--- config.mk ---
export PLATFORM = sky130hd
export DESIGN_NAME = strm_tbl_walker
export DESIGN_NICKNAME = d
export VERILOG_FILES = /design/src/rtl/stw_pkg.sv /design/src/rtl/stw_addr_gen.sv /design/src/rtl/stw_ste_buf.sv /design/src/rtl/stw_seq.sv /design/src/rtl/strm_tbl_walker.sv
export SDC_FILE = /design/constraint.sdc
export NUM_CORES = 2
export LEC_CHECK = 0
export BUFFER_PORTS_ARGS = -buffer_cell sky130_fd_sc_hd__buf_2
export CAP_MARGIN = 20
export CORE_AREA = 2 2 286 288
export DETAILED_ROUTE_END_ITERATION = 6
export DIE_AREA = 0 0 288 290
export SYNTH_ARGS = -nofsm -noshare
export SYNTH_HDL_FRONTEND = slang
export SYNTH_SLANG_ARGS = --single-unit
--- constraint.sdc ---
create_clock -name clk -period 14.2 [get_ports clk]
set_input_delay 0.71 -clock clk [delete_from_list [all_inputs] [get_ports clk]]
set_output_delay 0.71 -clock clk [all_outputs]
set_load 0.02 [all_outputs]
--- src/rtl/stw_pkg.sv ---
// Shared constants and types for the stream table walker.
// Assumes 32-bit memory words and 64-byte table entries.
package stw_pkg;
    localparam int STE_WORDS  = 16;
    localparam int WORD_W     = 32;
    localparam int ENTRY_SH   = 6;   // log2 of entry size in bytes
    localparam int DESC_SH    = 3;   // log2 of level-1 descriptor size
    localparam int PTR_LOW    = 5;   // pointer bits cleared in the low word

    typedef enum logic [1:0] {
        FLT_NONE      = 2'd0,
        FLT_BAD_SID   = 2'd1,
        FLT_BAD_ENTRY = 2'd2,
        FLT_FETCH     = 2'd3
    } flt_e;

    typedef enum logic [2:0] {
        ST_IDLE,
        ST_CHECK,
        ST_L1,
        ST_L2CHK,
        ST_ENTRY
    } walk_st_e;
endpackage

--- src/rtl/stw_addr_gen.sv ---
// Address generator: derives every address and check result of a walk
// from the latched identifier, the configuration and the level-1 words.
// Purely combinational. Assumes 32 < ADDR_W <= 64.
module stw_addr_gen
    import stw_pkg::*;
#(
    parameter int SID_W  = 16,
    parameter int ADDR_W = 48,
    parameter int SB_W   = $clog2(SID_W + 1)
) (
    input  logic [SID_W-1:0]  sid,
    input  logic [ADDR_W-1:0] base,
    input  logic [SB_W-1:0]   sid_bits,
    input  logic [SB_W-1:0]   split,
    input  logic              two_lvl,
    input  logic [WORD_W-1:0] l1_w0,
    input  logic [WORD_W-1:0] l1_w1,
    output logic              sid_ok,
    output logic [ADDR_W-1:0] l1_addr,
    output logic              span_zero,
    output logic              span_over,
    output logic [ADDR_W-1:0] entry_addr
);
    logic [SID_W-1:0]  l1_idx, l2_idx, l2_mask;
    logic [ADDR_W-1:0] base_al, l2_ptr, lin_addr, two_addr;
    logic [3:0]        span;
    logic              unused_bit4;

    // Range check and identifier split into level-1 and level-2 indices
    always_comb begin
        sid_ok  = ((sid >> sid_bits) == '0);
        l2_mask = ~({SID_W{1'b1}} << split);
        l1_idx  = sid >> split;
        l2_idx  = sid & l2_mask;
    end

    // Level-1 descriptor address from the entry-aligned base
    always_comb begin
        base_al = {base[ADDR_W-1:ENTRY_SH], {ENTRY_SH{1'b0}}};
        l1_addr = base_al + (ADDR_W'(l1_idx) << DESC_SH);
    end

    // Span checks on the fetched descriptor
    always_comb begin
        span      = l1_w0[3:0];
        span_zero = (span == 4'd0);
        span_over = ((l2_idx >> span) != '0);
    end

    // Entry address for either table layout
    always_comb begin
        l2_ptr     = ADDR_W'({l1_w1, l1_w0[WORD_W-1:PTR_LOW], {PTR_LOW{1'b0}}});
        lin_addr   = base + (ADDR_W'(sid) << ENTRY_SH);
        two_addr   = l2_ptr + (ADDR_W'(l2_idx) << ENTRY_SH);
        entry_addr = two_lvl ? two_addr : lin_addr;
    end

    assign unused_bit4 = l1_w0[4];
endmodule

--- src/rtl/stw_ste_buf.sv ---
// Entry buffer: one register per entry word, written by beat index.
// Assumes at most one write per cycle; contents persist until overwritten.
module stw_ste_buf #(
    parameter int WORDS = 16,
    parameter int DW    = 32,
    localparam int IW   = $clog2(WORDS)
) (
    input  logic               clk,
    input  logic               rst_n,
    input  logic               wr_en,
    input  logic [IW-1:0]      wr_idx,
    input  logic [DW-1:0]      wr_data,
    output logic [WORDS*DW-1:0] data_out
);
    for (genvar g = 0; g < WORDS; g++) begin : g_word
        logic [DW-1:0] word_q;
        // Capture the beat addressed to this word
        always_ff @(posedge clk) begin
            if (!rst_n)
                word_q <= '0;
            else if (wr_en && (wr_idx == IW'(g)))
                word_q <= wr_data;
        end
        assign data_out[g*DW +: DW] = word_q;
    end
endmodule

--- src/rtl/stw_seq.sv ---
// Walk sequencer: controls the walk, issues one memory read at a time,
// holds each request until its response and reports done or a fault.
// Assumes the configuration is stable while busy.
module stw_seq
    import stw_pkg::*;
#(
    parameter int SID_W  = 16,
    parameter int ADDR_W = 48,
    localparam int BW    = $clog2(STE_WORDS)
) (
    input  logic              clk,
    input  logic              rst_n,
    input  logic              start,
    input  logic [SID_W-1:0]  sid_in,
    input  logic              two_lvl,
    input  logic              sid_ok,
    input  logic [ADDR_W-1:0] l1_addr,
    input  logic              span_zero,
    input  logic              span_over,
    input  logic [ADDR_W-1:0] entry_addr,
    input  logic              mem_rvalid,
    input  logic              mem_rerr,
    input  logic [WORD_W-1:0] mem_rdata,
    output logic [SID_W-1:0]  sid_q,
    output logic [WORD_W-1:0] l1_w0,
    output logic [WORD_W-1:0] l1_w1,
    output logic              busy,
    output logic              mem_req,
    output logic [ADDR_W-1:0] mem_addr,
    output logic              buf_we,
    output logic [BW-1:0]     buf_idx,
    output logic              done,
    output logic              fault,
    output logic [1:0]        fault_code,
    output logic [ADDR_W-1:0] fault_addr
);
    localparam logic [BW-1:0] LAST = BW'(STE_WORDS - 1);

    walk_st_e          state;
    logic [BW-1:0]     beat;
    logic [ADDR_W-1:0] cur_base, faddr_q;
    logic              done_q, fault_q;
    flt_e              code_q;
    logic              beat_ok, beat_err;

    // Handshake decode and request outputs
    always_comb begin
        beat_ok  = mem_rvalid && !mem_rerr;
        beat_err = mem_rvalid && mem_rerr;
        mem_req  = (state == ST_L1) || (state == ST_ENTRY);
        mem_addr = cur_base + (ADDR_W'(beat) << 2);
        busy     = (state != ST_IDLE);
        buf_we   = (state == ST_ENTRY) && beat_ok;
        buf_idx  = beat;
    end

    // Walk state machine with result registers
    always_ff @(posedge clk) begin
        if (!rst_n) begin
            state    <= ST_IDLE;
            beat     <= '0;
            cur_base <= '0;
            sid_q    <= '0;
            l1_w0    <= '0;
            l1_w1    <= '0;
            done_q   <= 1'b0;
            fault_q  <= 1'b0;
            code_q   <= FLT_NONE;
            faddr_q  <= '0;
        end else begin
            done_q  <= 1'b0;
            fault_q <= 1'b0;
            case (state)
                ST_IDLE: begin
                    if (start) begin
                        sid_q <= sid_in;
                        state <= ST_CHECK;
                    end
                end
                ST_CHECK: begin
                    beat <= '0;
                    if (!sid_ok) begin
                        fault_q <= 1'b1;
                        code_q  <= FLT_BAD_SID;
                        faddr_q <= '0;
                        state   <= ST_IDLE;
                    end else if (two_lvl) begin
                        cur_base <= l1_addr;
                        state    <= ST_L1;
                    end else begin
                        cur_base <= entry_addr;
                        state    <= ST_ENTRY;
                    end
                end
                ST_L1: begin
                    if (beat_err) begin
                        fault_q <= 1'b1;
                        code_q  <= FLT_FETCH;
                        faddr_q <= cur_base;
                        state   <= ST_IDLE;
                    end else if (beat_ok) begin
                        if (beat == '0) begin
                            l1_w0 <= mem_rdata;
                            beat  <= BW'(1);
                        end else begin
                            l1_w1 <= mem_rdata;
                            state <= ST_L2CHK;
                        end
                    end
                end
                ST_L2CHK: begin
                    beat <= '0;
                    if (span_zero || span_over) begin
                        fault_q <= 1'b1;
                        code_q  <= span_zero ? FLT_BAD_SID : FLT_BAD_ENTRY;
                        faddr_q <= cur_base;
                        state   <= ST_IDLE;
                    end else begin
                        cur_base <= entry_addr;
                        state    <= ST_ENTRY;
                    end
                end
                ST_ENTRY: begin
                    if (beat_err) begin
                        fault_q <= 1'b1;
                        code_q  <= FLT_FETCH;
                        faddr_q <= cur_base;
                        state   <= ST_IDLE;
                    end else if (beat_ok) begin
                        if (beat == LAST) begin
                            done_q <= 1'b1;
                            state  <= ST_IDLE;
                        end else begin
                            beat <= beat + BW'(1);
                        end
                    end
                end
                default: state <= ST_IDLE;
            endcase
        end
    end

    assign done       = done_q;
    assign fault      = fault_q;
    assign fault_code = code_q;
    assign fault_addr = faddr_q;

    AST_HOLD_REQ: assert property (@(posedge clk) disable iff (!rst_n)
        (mem_req && !mem_rvalid) |=> (mem_req && $stable(mem_addr)));

    AST_END_EXCL: assert property (@(posedge clk) disable iff (!rst_n)
        !(done && fault));

    AST_END_IDLE: assert property (@(posedge clk) disable iff (!rst_n)
        (done || fault) |-> !busy);

    AST_ERR_STOPS: assert property (@(posedge clk) disable iff (!rst_n)
        (mem_req && mem_rvalid && mem_rerr) |=>
            (fault && fault_code == FLT_FETCH && !mem_req));

    AST_BEAT_STEP: assert property (@(posedge clk) disable iff (!rst_n)
        (state == ST_ENTRY && beat_ok && beat != LAST) |=>
            (mem_req && mem_addr == $past(mem_addr) + ADDR_W'(4)));
endmodule

--- src/rtl/strm_tbl_walker.sv ---
// Stream table walker top: joins the address generator, the sequencer
// and the entry buffer. Assumes a memory port that answers each held
// request with exactly one response.
module strm_tbl_walker
    import stw_pkg::*;
#(
    parameter int SID_W   = 16,
    parameter int ADDR_W  = 48,
    localparam int SB_W   = $clog2(SID_W + 1),
    localparam int DATA_W = STE_WORDS * WORD_W
) (
    input  logic              clk,
    input  logic              rst_n,
    input  logic              start,
    input  logic [SID_W-1:0]  sid,
    input  logic [ADDR_W-1:0] cfg_base,
    input  logic [SB_W-1:0]   cfg_sid_bits,
    input  logic              cfg_two_lvl,
    input  logic [SB_W-1:0]   cfg_split,
    output logic              busy,
    output logic              mem_req,
    output logic [ADDR_W-1:0] mem_addr,
    input  logic              mem_rvalid,
    input  logic [WORD_W-1:0] mem_rdata,
    input  logic              mem_rerr,
    output logic              done,
    output logic [DATA_W-1:0] ste_data,
    output logic              fault,
    output logic [1:0]        fault_code,
    output logic [ADDR_W-1:0] fault_addr
);
    localparam int BW = $clog2(STE_WORDS);

    logic [SID_W-1:0]  sid_q;
    logic [WORD_W-1:0] l1_w0, l1_w1;
    logic              sid_ok, span_zero, span_over, buf_we;
    logic [ADDR_W-1:0] l1_addr, entry_addr;
    logic [BW-1:0]     buf_idx;

    stw_addr_gen #(.SID_W(SID_W), .ADDR_W(ADDR_W), .SB_W(SB_W)) u_addr (
        .sid        (sid_q),
        .base       (cfg_base),
        .sid_bits   (cfg_sid_bits),
        .split      (cfg_split),
        .two_lvl    (cfg_two_lvl),
        .l1_w0      (l1_w0),
        .l1_w1      (l1_w1),
        .sid_ok     (sid_ok),
        .l1_addr    (l1_addr),
        .span_zero  (span_zero),
        .span_over  (span_over),
        .entry_addr (entry_addr)
    );

    stw_seq #(.SID_W(SID_W), .ADDR_W(ADDR_W)) u_seq (
        .clk        (clk),
        .rst_n      (rst_n),
        .start      (start),
        .sid_in     (sid),
        .two_lvl    (cfg_two_lvl),
        .sid_ok     (sid_ok),
        .l1_addr    (l1_addr),
        .span_zero  (span_zero),
        .span_over  (span_over),
        .entry_addr (entry_addr),
        .mem_rvalid (mem_rvalid),
        .mem_rerr   (mem_rerr),
        .mem_rdata  (mem_rdata),
        .sid_q      (sid_q),
        .l1_w0      (l1_w0),
        .l1_w1      (l1_w1),
        .busy       (busy),
        .mem_req    (mem_req),
        .mem_addr   (mem_addr),
        .buf_we     (buf_we),
        .buf_idx    (buf_idx),
        .done       (done),
        .fault      (fault),
        .fault_code (fault_code),
        .fault_addr (fault_addr)
    );

    stw_ste_buf #(.WORDS(STE_WORDS), .DW(WORD_W)) u_buf (
        .clk      (clk),
        .rst_n    (rst_n),
        .wr_en    (buf_we),
        .wr_idx   (buf_idx),
        .wr_data  (mem_rdata),
        .data_out (ste_data)
    );
endmodule

==> impl_metrics.tcl <==
set metrics [dict create \
    synth-seq-area-share_pct 44.75 \
    start_util_pct 38.06 \
    rows 104 \
    dp_hpwl_um 92850 \
    status "finished, violations left" \
    hold_end "u_seq.sid_q[6]" \
    reg2reg_depth 15 \
    setup_viol 0 \
    finalMaxSlewViolations 0 \
    initialDrtViolationCount 2727 \
    dieArea_um2 83520 \
    synth_area_leaders "dfxtp_1 45%, nand2_1 16%, a21oi_1 11%" \
    portBuffers 725 \
    powerDensity_nw_per_um2 127.8 \
    skew_ps 58.26 \
    syn-cell-area_um2 30510 \
    synthFlopType "dfxtp_1" \
    yosys-top-cells-count "1275 x nand2_1, 682 x dfxtp_1, 673 x a21oi_1" \
    dp_slack_ps 8749 \
    nNetsFinal 4737 \
    synth_edf_count 0 \
    postCtsHoldBufs 0 \
    die_w_um 288 \
    crit_type "in2reg" \
    worst_pin_slew_ps 1082 \
    ys_types 72 \
    grt_max_degree 113 \
    avgSynthCellArea_um2 7.514 \
    vias 30986 \
    netlist.area_leader.share_pct 44.75 \
    yosys.area.top_type "dfxtp_1" \
    ir_worst_vdd_uv 94.86 \
    syn_inst 4060 \
    ant_nets 0 \
    post_cts_resized 0 \
    min_from "sid[6]" \
    fmax_ghz 0.2038 \
    ios 726 \
    cp.arrival_ps 5360 \
    hold_slack_ps 312.9 \
    syn_nets 4229 \
    drc_errors 3 \
    ys_warn_count 0 \
    track_usage_pct 30.85 \
    p_leak_nw 15.17 \
    cts_tree "done" \
    areaGrowthSynthToFinish_pct 22.77 \
    worstPathRequired_ps 14660 \
    cts_buffers 79 \
    cts.sinks 682 \
    ys_seq_elements 682 \
    worst_setup_path_end_kind "register" \
    grt_pass1_wl_um 195000 \
    clock_latency_ps 660 \
    startpoint "cfg_split[1]" \
    cts_setup_buffers 0 \
    start_kind "primary input" \
    die_h_um 290 \
    drive_gt1_share_pct 20.69 \
    min_period_ps 4906 \
    core-area_um2 80160 \
    fin_crit_sh_pct 34.55 \
    rsz0062_at_grt "false" \
    cts_root_buffer "clkbuf_16" \
    drt-wirelength-per-cell_um 23.55 \
    r2r_slack_ps 9580 \
    setup_tns_ps 0 \
    async_flop_share_pct 0 \
    holdPathStages 3 \
    setup_ws_ps 9294 \
    violations "design-rule violations" \
    grt_pass1_vias 28578 \
    htree_num_levels 3 \
    yosysMostFrequentCell "nand2_1" \
    slew_headroom_pct 27.68 \
    hold_class "in2reg" \
    dr.pass1.iters 7 \
    r2r_end "u_seq.cur_base[28]" \
    via_per_inst 5.443 \
    clockBufferDepth 3 \
    gp_congestion 0.9500 \
    routed_wl_um 134000 \
    path_clk_slew_ps 60 \
    cp_max_fo 35 \
    antenna_found_initial 5 \
    finalHoldViolCount 0 \
    grt_overflow_total 0 \
    r2r_start "u_seq.sid_q[9]" \
    max_cap_violations 0 \
]
-- per-stage QoR --
| step | cells | power, mW | cell area, um2 | util [%] |
|---|---|---|---|---|
| 2_1_floorplan | 4060 | 2.418 | 30510 | - |
| 3_3_place_gp | 5545 | 2.627 | 34580 | 43.14 |
| 3_5_place_dp | 5546 | 2.628 | 34610 | 43.18 |
| 4_1_cts | 5690 | 4.806 | 37420 | 46.68 |
| 5_1_grt | 5692 | 4.950 | 37450 | 46.72 |
| 6_report | 5693 | 4.786 | 37450 | 46.73 |
-- layout by cell type, fill, tap and decap left out, types with 18 or more instances in the layout --
cell | synthesis | layout
nand3_1 | 108 | 102
nor2b_1 | 27 | 27
mux2i_1 | 43 | 43
nor2_1 | 155 | 145
a21o_1 | 22 | 22
buf_4 | 5 | 41
clkinv_2 | 0 | 18
xnor2_1 | 84 | 84
a21oi_1 | 673 | 673
nand2_1 | 1275 | 1275
and3_1 | 25 | 23
o21ai_0 | 115 | 113
nor3_1 | 29 | 25
ha_1 | 53 | 53
clkbuf_16 | 0 | 79
o211ai_1 | 22 | 22
xor2_1 | 51 | 51
inv_1 | 39 | 38
nand4_1 | 42 | 42
a211oi_1 | 42 | 42
buf_2 | 17 | 725
dfxtp_1 | 682 | 682
-- worst max-delay path, cell delays in order --
cell	delay, ps
buf_2	550
mux2_2	420
o21ai_0	270
nor2_1	70
a311oi_1	260
a211oi_1	100
ha_1	260
fa_1	420
a211oi_1	330
o21ai_0	250
a21oi_1	670
or3_1	400
nor2_1	100
xor2_1	150
a222oi_1	280
a21oi_1	110
-- power by group --
part | internal (mW) | switching [mW] | leakage, nW | total [mW]
Clock | 1.29 | 0.905 | 1.38 | 2.19
Sequential | 1.96 | 0.0754 | 5.50 | 2.03
Combinational | 0.174 | 0.389 | 8.29 | 0.564
Total | 3.42 | 1.37 | 15.2 | 4.79
-- state kept, by name, summed over array words and instances, names as in the netlist --
name                 count
u_seq.sid_q             16
u_seq.done               1
u_seq.state              3
u_seq.fault_addr        48
u_buf.g_word.word_q    512
u_seq.l1_w1             16
u_seq.fault_code         2
u_seq.l1_w0             31
u_seq.buf_idx            4
u_seq.cur_base          48
u_seq.fault              1
-- kinds of logic after synthesis --
logic type               after synthesis  share of synthesized area [%]
adder cells (fa/ha/maj)               57                          2.436
AO/OA/AOI/OAI                       1018                          18.96
multiplexers                          49                          1.669
buffers and inverters                380                          4.807
AND/OR/NAND/NOR                     1739                          23.50
flip-flops                           682                          44.75
XOR/XNOR                             135                          3.876
-- worst max-delay path by stage --
stage	to	slack, ps	cells after the start
after floorplan	u_seq.cur_base[32]	9180	21
after global placement	u_seq.cur_base[28]	8750	16
after detailed placement	u_seq.cur_base[32]	8750	16
after CTS	u_seq.cur_base[28]	9390	16
after global routing	u_seq.cur_base[32]	8920	16
final	u_seq.cur_base[28]	9290	16
-- layout make-up --
cell class | instances | area, um2
Tap cell | 1060 | 1326
Sequential cell | 682 | 13650
Clock buffer | 106 | 2228
Timing Repair Buffer | 768 | 3991
Fill cell | 8155 | 42700
Multi-Input combinational cell | 2998 | 15510
Inverter | 39 | 153.9
Antenna cell | 2 | 5.005
Clock inverter | 38 | 584.3
-- routing by layer --
| layer | part of all wire (%) | GRT usage, % | up-vias |
|---|---|---|---|
| met5 | 0.016 | 0 | - |
| met4 | 4.9 | 13.76 | 4 |
| met3 | 8.9 | 7.531 | 274 |
| met2 | 48 | 51.85 | 1375 |
| met1 | 39 | 37.07 | 14684 |
| li1 | - | - | 14649 |
No activity file was read; power rests on OpenSTA's default activity.
